[config.mk]
export PLATFORM = sky130hd
export DESIGN_NAME = tlbinv_engine
export DESIGN_NICKNAME = d
export VERILOG_FILES = /design/src/rtl/tlbinv_pkg.sv /design/src/rtl/tlbinv_range.sv /design/src/rtl/tlbinv_seq.sv /design/src/rtl/tlbinv_match.sv /design/src/rtl/tlbinv_engine.sv
export SDC_FILE = /design/constraint.sdc
export NUM_CORES = 1
export LEC_CHECK = 0
export BUFFER_PORTS_ARGS = -buffer_cell sky130_fd_sc_hd__buf_4
export CAP_MARGIN = 0
export CELL_PAD_IN_SITES_DETAIL_PLACEMENT = 1
export CELL_PAD_IN_SITES_GLOBAL_PLACEMENT = 1
export CORE_UTILIZATION = 40
export DETAILED_ROUTE_END_ITERATION = 8
export PLACE_DENSITY_LB_ADDON = 0.3
export SLEW_MARGIN = 10
export SYNTH_ARGS = -nofsm -noshare
export SYNTH_HDL_FRONTEND = slang
export SYNTH_SLANG_ARGS = --single-unit
export TNS_END_PERCENT = 20
[constraint.sdc]
create_clock -name clk -period 5.55 [get_ports clk]
set_clock_uncertainty 0.1 [all_clocks]
set_input_delay 0.8325 -clock clk [delete_from_list [all_inputs] [get_ports clk]]
set_output_delay 0.8325 -clock clk [all_outputs]
set_load 0.01 [all_outputs]
[src/rtl/tlbinv_pkg.sv]
package tlbinv_pkg;

    localparam int ASID_W   = 10;
    localparam int VA_W     = 48;
    localparam int PAGE_LSB = 13;
    localparam int VPPN_W   = VA_W - PAGE_LSB;
    localparam int PS_W     = 6;

    typedef enum logic [2:0] {
        OP_CLR_LINE    = 3'd0,
        OP_FLUSH_LINE  = 3'd1,
        OP_INV_ALL     = 3'd2,
        OP_INV_GVAL    = 3'd3,
        OP_INV_ASID    = 3'd4,
        OP_PAGE_PRIV   = 3'd5,
        OP_PAGE_SHARED = 3'd6,
        OP_NOP         = 3'd7
    } inv_op_e;

    typedef struct packed {
        inv_op_e             op;
        logic [ASID_W-1:0]   asid;
        logic                gval;
        logic [VA_W-1:0]     va;
        logic [PS_W-1:0]     sa_ps;
    } inv_req_t;

    function automatic logic is_line_op(inv_op_e op);
        return (op == OP_CLR_LINE) || (op == OP_FLUSH_LINE);
    endfunction

    // Bits at or above ps+1 take part in a page-pair comparison.
    function automatic logic [VA_W-1:0] pair_mask(logic [PS_W-1:0] ps);
        logic [PS_W:0] sh;
        sh = {1'b0, ps} + {{PS_W{1'b0}}, 1'b1};
        return {VA_W{1'b1}} << sh;
    endfunction

endpackage

[src/rtl/tlbinv_range.sv]
module tlbinv_range
    import tlbinv_pkg::*;
#(
    parameter int WAYS   = 8,
    parameter int LINES  = 256,
    parameter int FA_N   = 64,
    parameter int IDX_W  = 12,
    parameter int ADDR_W = 12,
    parameter int CNT_W  = 12
) (
    input  inv_op_e           op,
    input  logic [IDX_W-1:0]  index,
    output logic [ADDR_W-1:0] base,
    output logic [ADDR_W-1:0] stride,
    output logic [CNT_W-1:0]  count
);
    localparam int SA_N  = WAYS * LINES;
    localparam int TOTAL = SA_N + FA_N;

    logic [31:0] idx32;
    assign idx32 = 32'(index);

    always_comb begin
        base   = '0;
        stride = ADDR_W'(1);
        count  = '0;
        if (is_line_op(op)) begin
            if (idx32 < 32'(SA_N)) begin
                base   = ADDR_W'(idx32 % 32'(LINES));
                stride = ADDR_W'(LINES);
                count  = CNT_W'(WAYS);
            end else if (idx32 < 32'(TOTAL)) begin
                base   = ADDR_W'(SA_N);
                count  = CNT_W'(FA_N);
            end
        end else if (op != OP_NOP) begin
            count = CNT_W'(TOTAL);
        end
    end
endmodule

[src/rtl/tlbinv_seq.sv]
module tlbinv_seq #(
    parameter int ADDR_W = 12,
    parameter int CNT_W  = 12
) (
    input  logic              clk,
    input  logic              rst,
    input  logic              launch,
    input  logic [ADDR_W-1:0] base,
    input  logic [ADDR_W-1:0] stride,
    input  logic [CNT_W-1:0]  count,
    output logic              busy,
    output logic              acc_valid,
    output logic [ADDR_W-1:0] acc_addr,
    output logic              fin
);
    typedef enum logic [1:0] {S_IDLE, S_SCAN, S_FIN} st_e;

    st_e               state;
    logic [ADDR_W-1:0] addr_q;
    logic [ADDR_W-1:0] stride_q;
    logic [CNT_W-1:0]  remain_q;

    always_ff @(posedge clk) begin
        if (rst) begin
            state    <= S_IDLE;
            addr_q   <= '0;
            stride_q <= '0;
            remain_q <= '0;
        end else begin
            case (state)
                S_IDLE: if (launch) begin
                    addr_q   <= base;
                    stride_q <= stride;
                    remain_q <= count;
                    state    <= (count == '0) ? S_FIN : S_SCAN;
                end
                S_SCAN: begin
                    addr_q   <= addr_q + stride_q;
                    remain_q <= remain_q - CNT_W'(1);
                    if (remain_q == CNT_W'(1)) state <= S_FIN;
                end
                default: state <= S_IDLE;
            endcase
        end
    end

    assign busy      = (state != S_IDLE);
    assign acc_valid = (state == S_SCAN);
    assign acc_addr  = addr_q;
    assign fin       = (state == S_FIN);

    AST_DONE_PULSE: assert property (@(posedge clk) disable iff (rst)
        fin |=> !fin);
    AST_LAUNCH_BUSY: assert property (@(posedge clk) disable iff (rst)
        launch |=> busy);
    AST_SCAN_LEADS_FIN: assert property (@(posedge clk) disable iff (rst)
        fin |-> $past(busy) || $past(launch));
endmodule

[src/rtl/tlbinv_match.sv]
module tlbinv_match
    import tlbinv_pkg::*;
#(
    parameter int ADDR_W = 12,
    parameter int SA_N   = 2048
) (
    input  inv_req_t          req,
    input  logic [ADDR_W-1:0] acc_addr,
    input  logic              ent_global,
    input  logic [ASID_W-1:0] ent_asid,
    input  logic [VPPN_W-1:0] ent_vppn,
    input  logic [PS_W-1:0]   ent_ps,
    output logic              hit
);
    logic [PS_W-1:0] ps_sel;
    logic [VA_W-1:0] ent_va;
    logic            asid_eq;
    logic            page_eq;

    assign ps_sel  = (32'(acc_addr) >= 32'(SA_N)) ? ent_ps : req.sa_ps;
    assign ent_va  = {ent_vppn, {PAGE_LSB{1'b0}}};
    assign asid_eq = (ent_asid == req.asid);
    assign page_eq = ((req.va ^ ent_va) & pair_mask(ps_sel)) == '0;

    always_comb begin
        unique case (req.op)
            OP_CLR_LINE:    hit = !ent_global && asid_eq;
            OP_FLUSH_LINE:  hit = 1'b1;
            OP_INV_ALL:     hit = 1'b1;
            OP_INV_GVAL:    hit = (ent_global == req.gval);
            OP_INV_ASID:    hit = !ent_global && asid_eq;
            OP_PAGE_PRIV:   hit = !ent_global && asid_eq && page_eq;
            OP_PAGE_SHARED: hit = (ent_global || asid_eq) && page_eq;
            default:        hit = 1'b0;
        endcase
    end
endmodule

[src/rtl/tlbinv_engine.sv]
module tlbinv_engine
    import tlbinv_pkg::*;
#(
    parameter int WAYS   = 8,
    parameter int LINES  = 256,
    parameter int FA_N   = 64,
    parameter int IDX_W  = 12,
    localparam int SA_N   = WAYS * LINES,
    localparam int TOTAL  = SA_N + FA_N,
    localparam int ADDR_W = $clog2(TOTAL),
    localparam int CNT_W  = $clog2(TOTAL + 1)
) (
    input  logic              clk,
    input  logic              rst,
    input  logic              start,
    input  logic [2:0]        cmd_op,
    input  logic [IDX_W-1:0]  cmd_index,
    input  logic [ASID_W-1:0] cmd_asid,
    input  logic              cmd_global,
    input  logic [VA_W-1:0]   cmd_vaddr,
    input  logic [PS_W-1:0]   sa_ps,
    output logic              busy,
    output logic              done,
    output logic              flush_req,
    output logic [ADDR_W-1:0] ent_addr,
    output logic              ent_rd,
    input  logic              ent_exists,
    input  logic              ent_global,
    input  logic [ASID_W-1:0] ent_asid,
    input  logic [VPPN_W-1:0] ent_vppn,
    input  logic [PS_W-1:0]   ent_ps,
    output logic              ent_clr
);
    inv_req_t          req_q;
    inv_op_e           op_in;
    logic              launch;
    logic              fin;
    logic              hit;
    logic [ADDR_W-1:0] base;
    logic [ADDR_W-1:0] stride;
    logic [CNT_W-1:0]  count;

    assign op_in  = inv_op_e'(cmd_op);
    assign launch = start && !busy;

    always_ff @(posedge clk) begin
        if (rst) begin
            req_q <= '{op: OP_NOP, default: '0};
        end else if (launch) begin
            req_q <= '{op: op_in, asid: cmd_asid, gval: cmd_global,
                       va: cmd_vaddr, sa_ps: sa_ps};
        end
    end

    tlbinv_range #(
        .WAYS(WAYS), .LINES(LINES), .FA_N(FA_N),
        .IDX_W(IDX_W), .ADDR_W(ADDR_W), .CNT_W(CNT_W)
    ) u_range (
        .op(op_in), .index(cmd_index),
        .base(base), .stride(stride), .count(count)
    );

    tlbinv_seq #(.ADDR_W(ADDR_W), .CNT_W(CNT_W)) u_seq (
        .clk(clk), .rst(rst), .launch(launch),
        .base(base), .stride(stride), .count(count),
        .busy(busy), .acc_valid(ent_rd), .acc_addr(ent_addr), .fin(fin)
    );

    tlbinv_match #(.ADDR_W(ADDR_W), .SA_N(SA_N)) u_match (
        .req(req_q), .acc_addr(ent_addr),
        .ent_global(ent_global), .ent_asid(ent_asid),
        .ent_vppn(ent_vppn), .ent_ps(ent_ps), .hit(hit)
    );

    assign ent_clr   = ent_rd && ent_exists && hit;
    assign done      = fin;
    assign flush_req = fin;

    AST_CLR_NEEDS_ENTRY: assert property (@(posedge clk) disable iff (rst)
        ent_clr |-> ent_rd && ent_exists);
    AST_ADDR_IN_RANGE: assert property (@(posedge clk) disable iff (rst)
        ent_rd |-> (32'(ent_addr) < 32'(TOTAL)));
    AST_START_IGNORED: assert property (@(posedge clk) disable iff (rst)
        busy |=> !busy || $stable(req_q));
    AST_FLUSH_AFTER_WORK: assert property (@(posedge clk) disable iff (rst)
        flush_req |-> $past(busy) || $past(start));
endmodule

## After elaboration in Yosys (flattened, before gate mapping)

Cells that the tools add are included.

- Register bits: 106
- Input bits: 136
- Output and inout bits: 17

- Muxes and demuxes: 19
- Bitwise gates (word level): 2
- Reductions and logical operators: 22
- Add/sub/neg operators: 3
- Order comparisons: 3
- Eq/ne operators: 15
- Shifts and indexed selects: 1

Operators with widths:

| kind | count |
|---|---|
| 12-bit 2-to-1 mux | 9 |
| 48-bit bitwise AND | 1 |
| 48-bit zero test | 1 |
| 12-bit case mux with 2 select lines | 2 |
| 48-bit by 7-bit left shift with 48-bit output, first input constant | 1 |
| 48-bit XOR | 1 |
| 12-bit < comparator, second input constant | 2 |
| 12-bit adder | 1 |
| 12-bit by 1-bit == test with 1-bit output, second input constant | 1 |
| 12-bit >= comparator, second input constant | 1 |
| 12-bit zero test | 1 |
| 12-bit by 1-bit subtractor with 12-bit output, second input constant | 1 |
| 10-bit == test | 1 |
| 3-bit == test, second input constant | 3 |
| 9-bit 2-to-1 mux | 1 |
| 6-bit by 1-bit adder with 7-bit output, second input constant | 1 |
| 7-bit 2-to-1 mux | 1 |
| 3-bit by 1-bit == test with 1-bit output, second input constant | 2 |
| 3-bit by 2-bit == test with 1-bit output, second input constant | 2 |
| 1-bit logical AND | 6 |
| 3-bit zero test | 2 |
| 2-bit 2-to-1 mux | 3 |
| 6-bit 2-to-1 mux | 1 |
| 2-bit AND reduction | 3 |
| other kinds (13) | 17 |

## Depth between registers and ports, before layout

- Word-level depth: 9
- Depth in mapped cells: 12
- Depth with buffers taken out: 11

## Modules after synthesis

From an unflattened synthesis, not the netlist that was laid out.

- Cells, all modules: 837
- Area total of the unflattened synthesis: 7329.5 um^2

Modules (own cells, without submodules):

| module | times used | cells each | area an instance (um^2) | sequential area each (um^2) |
|---|---|---|---|---|
| tlbinv_engine | 1 | 311 | 3329.4 | 1361.3 |
| tlbinv_seq | 1 | 293 | 2338.5 | 760.7 |
| tlbinv_match | 1 | 192 | 1363.8 | 0.0 |
| tlbinv_range | 1 | 41 | 297.8 | 0.0 |

## Least setup slack after synthesis

No wires, ideal clock.

- Kind: input -> output
- Start point: input ent_ps[1]
- End point: output ent_clr
- Arrival time: 2.915 ns
- Setup slack: 1.703 ns
- Required time: 4.618 ns
- Stages on the path: 8
- Path buffers: 0
- Cell sequence: mux2_2 -> ha_1 -> a2111oi_0 -> nor2_1 -> a2111oi_0 -> o31ai_1 -> o41a_1 -> a211oi_2

- Word-level cells in the longest chain between the ends: 8

RTL lines:

| what | line | text |
|---|---|---|
| from (decl) | tlbinv_engine.sv:31 | `input logic [PS_W-1:0] ent_ps,` |
| 6-bit 2-to-1 mux (*) | tlbinv_match.sv:20 | `assign ps_sel = (32'(acc_addr) >= 32'(SA_N)) ? ent_ps : req.sa_ps;` |
| 6-bit by 1-bit adder with 7-bit output (*) | tlbinv_pkg.sv:35 | `sh = {1'b0, ps} + {{PS_W{1'b0}}, 1'b1};` |
| 48-bit by 7-bit left shift with 48-bit output (*) | tlbinv_pkg.sv:36 | `return {VA_W{1'b1}} << sh;` |
| 48-bit bitwise AND (*) | tlbinv_match.sv:23 | `assign page_eq = ((req.va ^ ent_va) & pair_mask(ps_sel)) == '0;` |
| 48-bit zero test (*) | tlbinv_match.sv:23 |  |
| 1-bit logical AND (on tied branches) | tlbinv_match.sv:33, tlbinv_match.sv:32 |  |
| 1-bit case mux with 5 select lines (*) | tlbinv_match.sv:26 | `unique case (req.op)` |
| 1-bit logical AND (*) | tlbinv_engine.sv:75 | `assign ent_clr = ent_rd && ent_exists && hit;` |
| to (decl) | tlbinv_engine.sv:32 | `output logic ent_clr` |

Mark *: on every way between the ends. The rest lies on a longest branch, timed or not.

## Worst setup path after layout

- Start point: register u_seq.addr_q[11], in the netlist u_seq.acc_addr[11]
- End point: output ent_clr

- Word-level cells in the longest chain between the ends: 9

RTL lines:

| what | line | text |
|---|---|---|
| from (decl) | tlbinv_seq.sv:19 | `logic [ADDR_W-1:0] addr_q;` |
| from (signal assigned) | tlbinv_seq.sv:32 | `addr_q <= base;` |
| from (signal assigned) | tlbinv_seq.sv:38 | `addr_q <= addr_q + stride_q;` |
| 12-bit >= comparator (*) | tlbinv_match.sv:20 |  |
| 6-bit 2-to-1 mux (*) | tlbinv_match.sv:20 |  |
| 6-bit by 1-bit adder with 7-bit output (*) | tlbinv_pkg.sv:35 |  |
| 48-bit by 7-bit left shift with 48-bit output (*) | tlbinv_pkg.sv:36 |  |
| 48-bit bitwise AND (*) | tlbinv_match.sv:23 |  |
| 48-bit zero test (*) | tlbinv_match.sv:23 |  |
| 1-bit logical AND (on tied branches) | tlbinv_match.sv:33, tlbinv_match.sv:32 |  |
| 1-bit case mux with 5 select lines (*) | tlbinv_match.sv:26 |  |
| 1-bit logical AND (*) | tlbinv_engine.sv:75 |  |

Marks and branches as above.

==> metrics.csv <==
stage;metric;value;unit
clock_tree;cts_tree;built;
logic_synthesis;synth_edf_count;0;
logic_synthesis;yosysWarnings;0;
cells_and_area;final_net_count;937;
clock_tree;cts_resized;0;
die;rows;40;
timing;setup_viol_count_final;0;
cells_and_area;multi_input_area;0.00296;mm²
cells_and_area;fillers;1550;
clock_tree;h-tree-depth;3;
timing;hold_viol_final;0;
outcome;status;finished clean;
place;portBuffers;152;
route;drtAntennaViolNets;0;
place;dp_cells;949;
route;drt_first_pass_iters;4;
cells_and_area;area_growth;30.0;%
route;top_layer;met4;
grt;grtUsageTotal;0.264;
clock_tree;post_cts_buffers;0;
logic_synthesis;synthDistinctLibCells;57;
logic_synthesis;synthMuxAreaShare;0.0190;
critical_path;arrival;3910;ps
timing;grt_setup_unrepaired;false;
die;dieArea;0.0131;mm²
place;place_hpwl;12.2;mm
logic_synthesis;synth_xor_area_frac;0.0915;
logic_synthesis;synthArstFlopShare;0;
grt;grt_max_degree;97;
critical_path;r2r-end;u_seq.remain_q[9]$_SDFFE_PP0P_;
route;wl_per_cell;17.4;µm
logic_synthesis;postSynthAreaPerCell;7.61;µm²
critical_path;critPathLaunchType;register;
die;core_area;0.0122;mm²
logic_synthesis;synth_top_family_by_area;simple AND/OR/NAND/NOR gates;
logic_synthesis;synthTopCellsByArea;dfxtp_1 38%, nand2_1 12%, a21oi_1 9.7%, xor2_1 6.6%, nor2_1 2.9%;
timing;post-route-min-period;4840;ps
timing;finalMaxSlewViolations;0;
route;wl_met3;1.03;mm
grt;grt_pass1_wl;26.9;mm
die;die_y;115;µm
clock_tree;root_buffer;clkbuf_16;
route;wl_met2;8.15;mm
min_path;hold_depth;2;
timing;holdWs;366;ps
cells_and_area;regArea;0.00192;mm²
logic_synthesis;yosys.area.top_type_share;0.379;
logic_synthesis;netlist_area;0.00507;mm²
grt;grt_pass1_vias;5382;
logic_synthesis;synth-simple-area-share;0.238;
logic_synthesis;ys_seq_area_frac;0.379;
clock_tree;cts_inserted_buffers;9;
power_and_ir_drop;cellLeakagePower;2.76;nW
timing;worst_slew_pin_slew;1050;ps
clock_tree;clock_sinks;96;
cells_and_area;fin_cells;963;
critical_path;crit-reg2reg-launch;u_seq.state[0]$_SDFFE_PP0P_;
critical_path;reg2reg_depth;7;
power_and_ir_drop;cellPowerDensity;291;mW/mm²
logic_synthesis;synth_area_leader_cell;dfxtp_1;
logic_synthesis;synth-seq-cells;96;
timing;relSlewSlack;0.298;
timing;period_share;0.872;
logic_synthesis;ys.flop_type;dfxtp_1;
logic_synthesis;synth_cells;667;
logic_synthesis;synth_fa_ha_area_frac;0.0222;
min_path;worstHoldStart;req_q[50]$_SDFFE_PP0P_;
die;initial_core_util;0.415;
route;drt-initial-drc-count;213;
timing;final.setup.tns;0;ps
place;place_congestion;0.842;
cells_and_area;drive_gt1_frac;0.223;
critical_path;r2r_setup_slack;2550;ps
min_path;hold-path-endpoint;req_q[50]$_SDFFE_PP0P_;
timing;fmax;207;MHz
logic_synthesis;syn-num-nets;812;
die;die_width;115;µm
critical_path;worstSetupPathType;register to output port;
cells_and_area;num_antenna_cells;0;
grt;grt_antenna_before_repair;0;
flow_run;timing.max_cap.violations;0;
clock_tree;hold_buffers;0;
route;drc_errors;0;
cells_and_area;final_core_util;0.540;
route;met1_length;7.28;mm
route;viasPerCell;5.49;
clock_tree;clkTransAtPathRegs;70;ps
logic_synthesis;synth_compound_area_frac;0.212;
grt;gr-total-overflow;0;
critical_path;endpoint_kind;output port;
route;routed_wirelength;16.7;mm
critical_path;crit_fanout;15;
die;ioPinCount;153;
min_path;hp-class;register to register;
route;vias;5288;
clock_tree;clockBufferDepth;2;
critical_path;required;4620;ps
clock_tree;clk-insertion-delay-late;350;ps
power_and_ir_drop;irDropWorstVdd;151;µV
-- kinds of logic after synthesis --
group	Yosys count
simple gates	272
compound gates	179
flops	96
xor+xnor	53
buf+inv	49
fa+ha+maj	9
mux	9
-- synth_stat cells, types with 3 or more instances --
cell type	number
ha_1	9
mux2i_1	4
a2111oi_0	4
and2_1	6
inv_1	9
or4_1	3
nand3b_1	4
a31oi_1	7
nor3_1	12
nor2b_1	5
dfxtp_1	96
nor4_1	8
o22ai_1	3
nand2_1	160
o211ai_1	5
xnor2_1	15
clkbuf_1	35
a221oi_1	6
nor2_1	39
o31ai_1	3
a211oi_1	3
a22oi_1	7
mux2_2	5
xor2_1	38
nand3_1	15
a21oi_1	98
or3_1	6
o21ai_0	23
-- worst max-delay path by stage --
stage                                    start  endpoint  slack (ps)  depth (start not counted)
2_1_floorplan                        ent_ps[1]   ent_clr        1700                          8
3_3_place_gp                         ent_ps[0]   ent_clr        1190                         12
3_5_place_dp                         ent_ps[0]   ent_clr        1080                         12
4_1_cts        u_seq.acc_addr[11]$_SDFFE_PP0P_   ent_clr         760                         11
5_1_grt        u_seq.acc_addr[11]$_SDFFE_PP0P_   ent_clr         450                         11
6_report       u_seq.acc_addr[11]$_SDFFE_PP0P_   ent_clr         710                         11
-- cell usage in the layout (no fill, tap or decap), types with 6 or more instances in the layout --
cell,Yosys,final
a21oi_1,98,98
a221oi_1,6,6
a22oi_1,7,7
a31oi_1,7,7
and2_1,6,6
buf_4,1,154
clkbuf_16,0,9
dfxtp_1,96,96
ha_1,9,9
inv_1,9,9
nand2_1,160,160
nand3_1,15,15
nor2_1,39,38
nor3_1,12,12
nor4_1,8,8
o21ai_0,23,23
or3_1,6,6
xnor2_1,15,15
xor2_1,38,38
-- cell type report --
type	instances	area share
multi-input combinational	522	0.449
sequential	96	0.291
timing repair buffer	154	0.175
clock buffer	11	0.0368
tap	168	0.0319
clock inverter	3	0.0102
inverter	9	0.00512
-- registers in the layout, summed over array words and instances, names as in the netlist --
signal,cells
req_q,68
u_seq.acc_addr,12
u_seq.remain_q,12
u_seq.state,2
u_seq.stride_q,2
-- metal layers --
layer,GRT usage,vias up
met4,0.0909,0
met2,0.444,150
met5,0,-
met1,0.332,2544
met3,0.0593,17
li1,-,2577
-- worst max-delay path: stages (launching register included) --
cell	delay (ps)
dfxtp_1	720
mux2i_1	370
inv_1	130
ha_1	290
xor2_1	350
nor2_1	370
a21oi_1	80
a2111oi_0	430
o31ai_1	120
o41a_1	330
a211oi_2	210
buf_4	160
-- per-stage QoR --
stage	power [W]	worst slack, ps	instance area [µm²]
after floorplan	0.00108	1700	5070
after global placement	0.00124	1190	6280
after detailed placement	0.00126	1080	6280
after CTS	0.00193	764	6600
after global routing	0.00201	451	6600
final	0.00192	710	6600
-- where the power goes --
part           internal [W]  switching [W]
combinational      0.000194       0.000252
sequential         0.000747      0.0000576
clock              0.000403       0.000268
(Power assumes the default switching activity.)
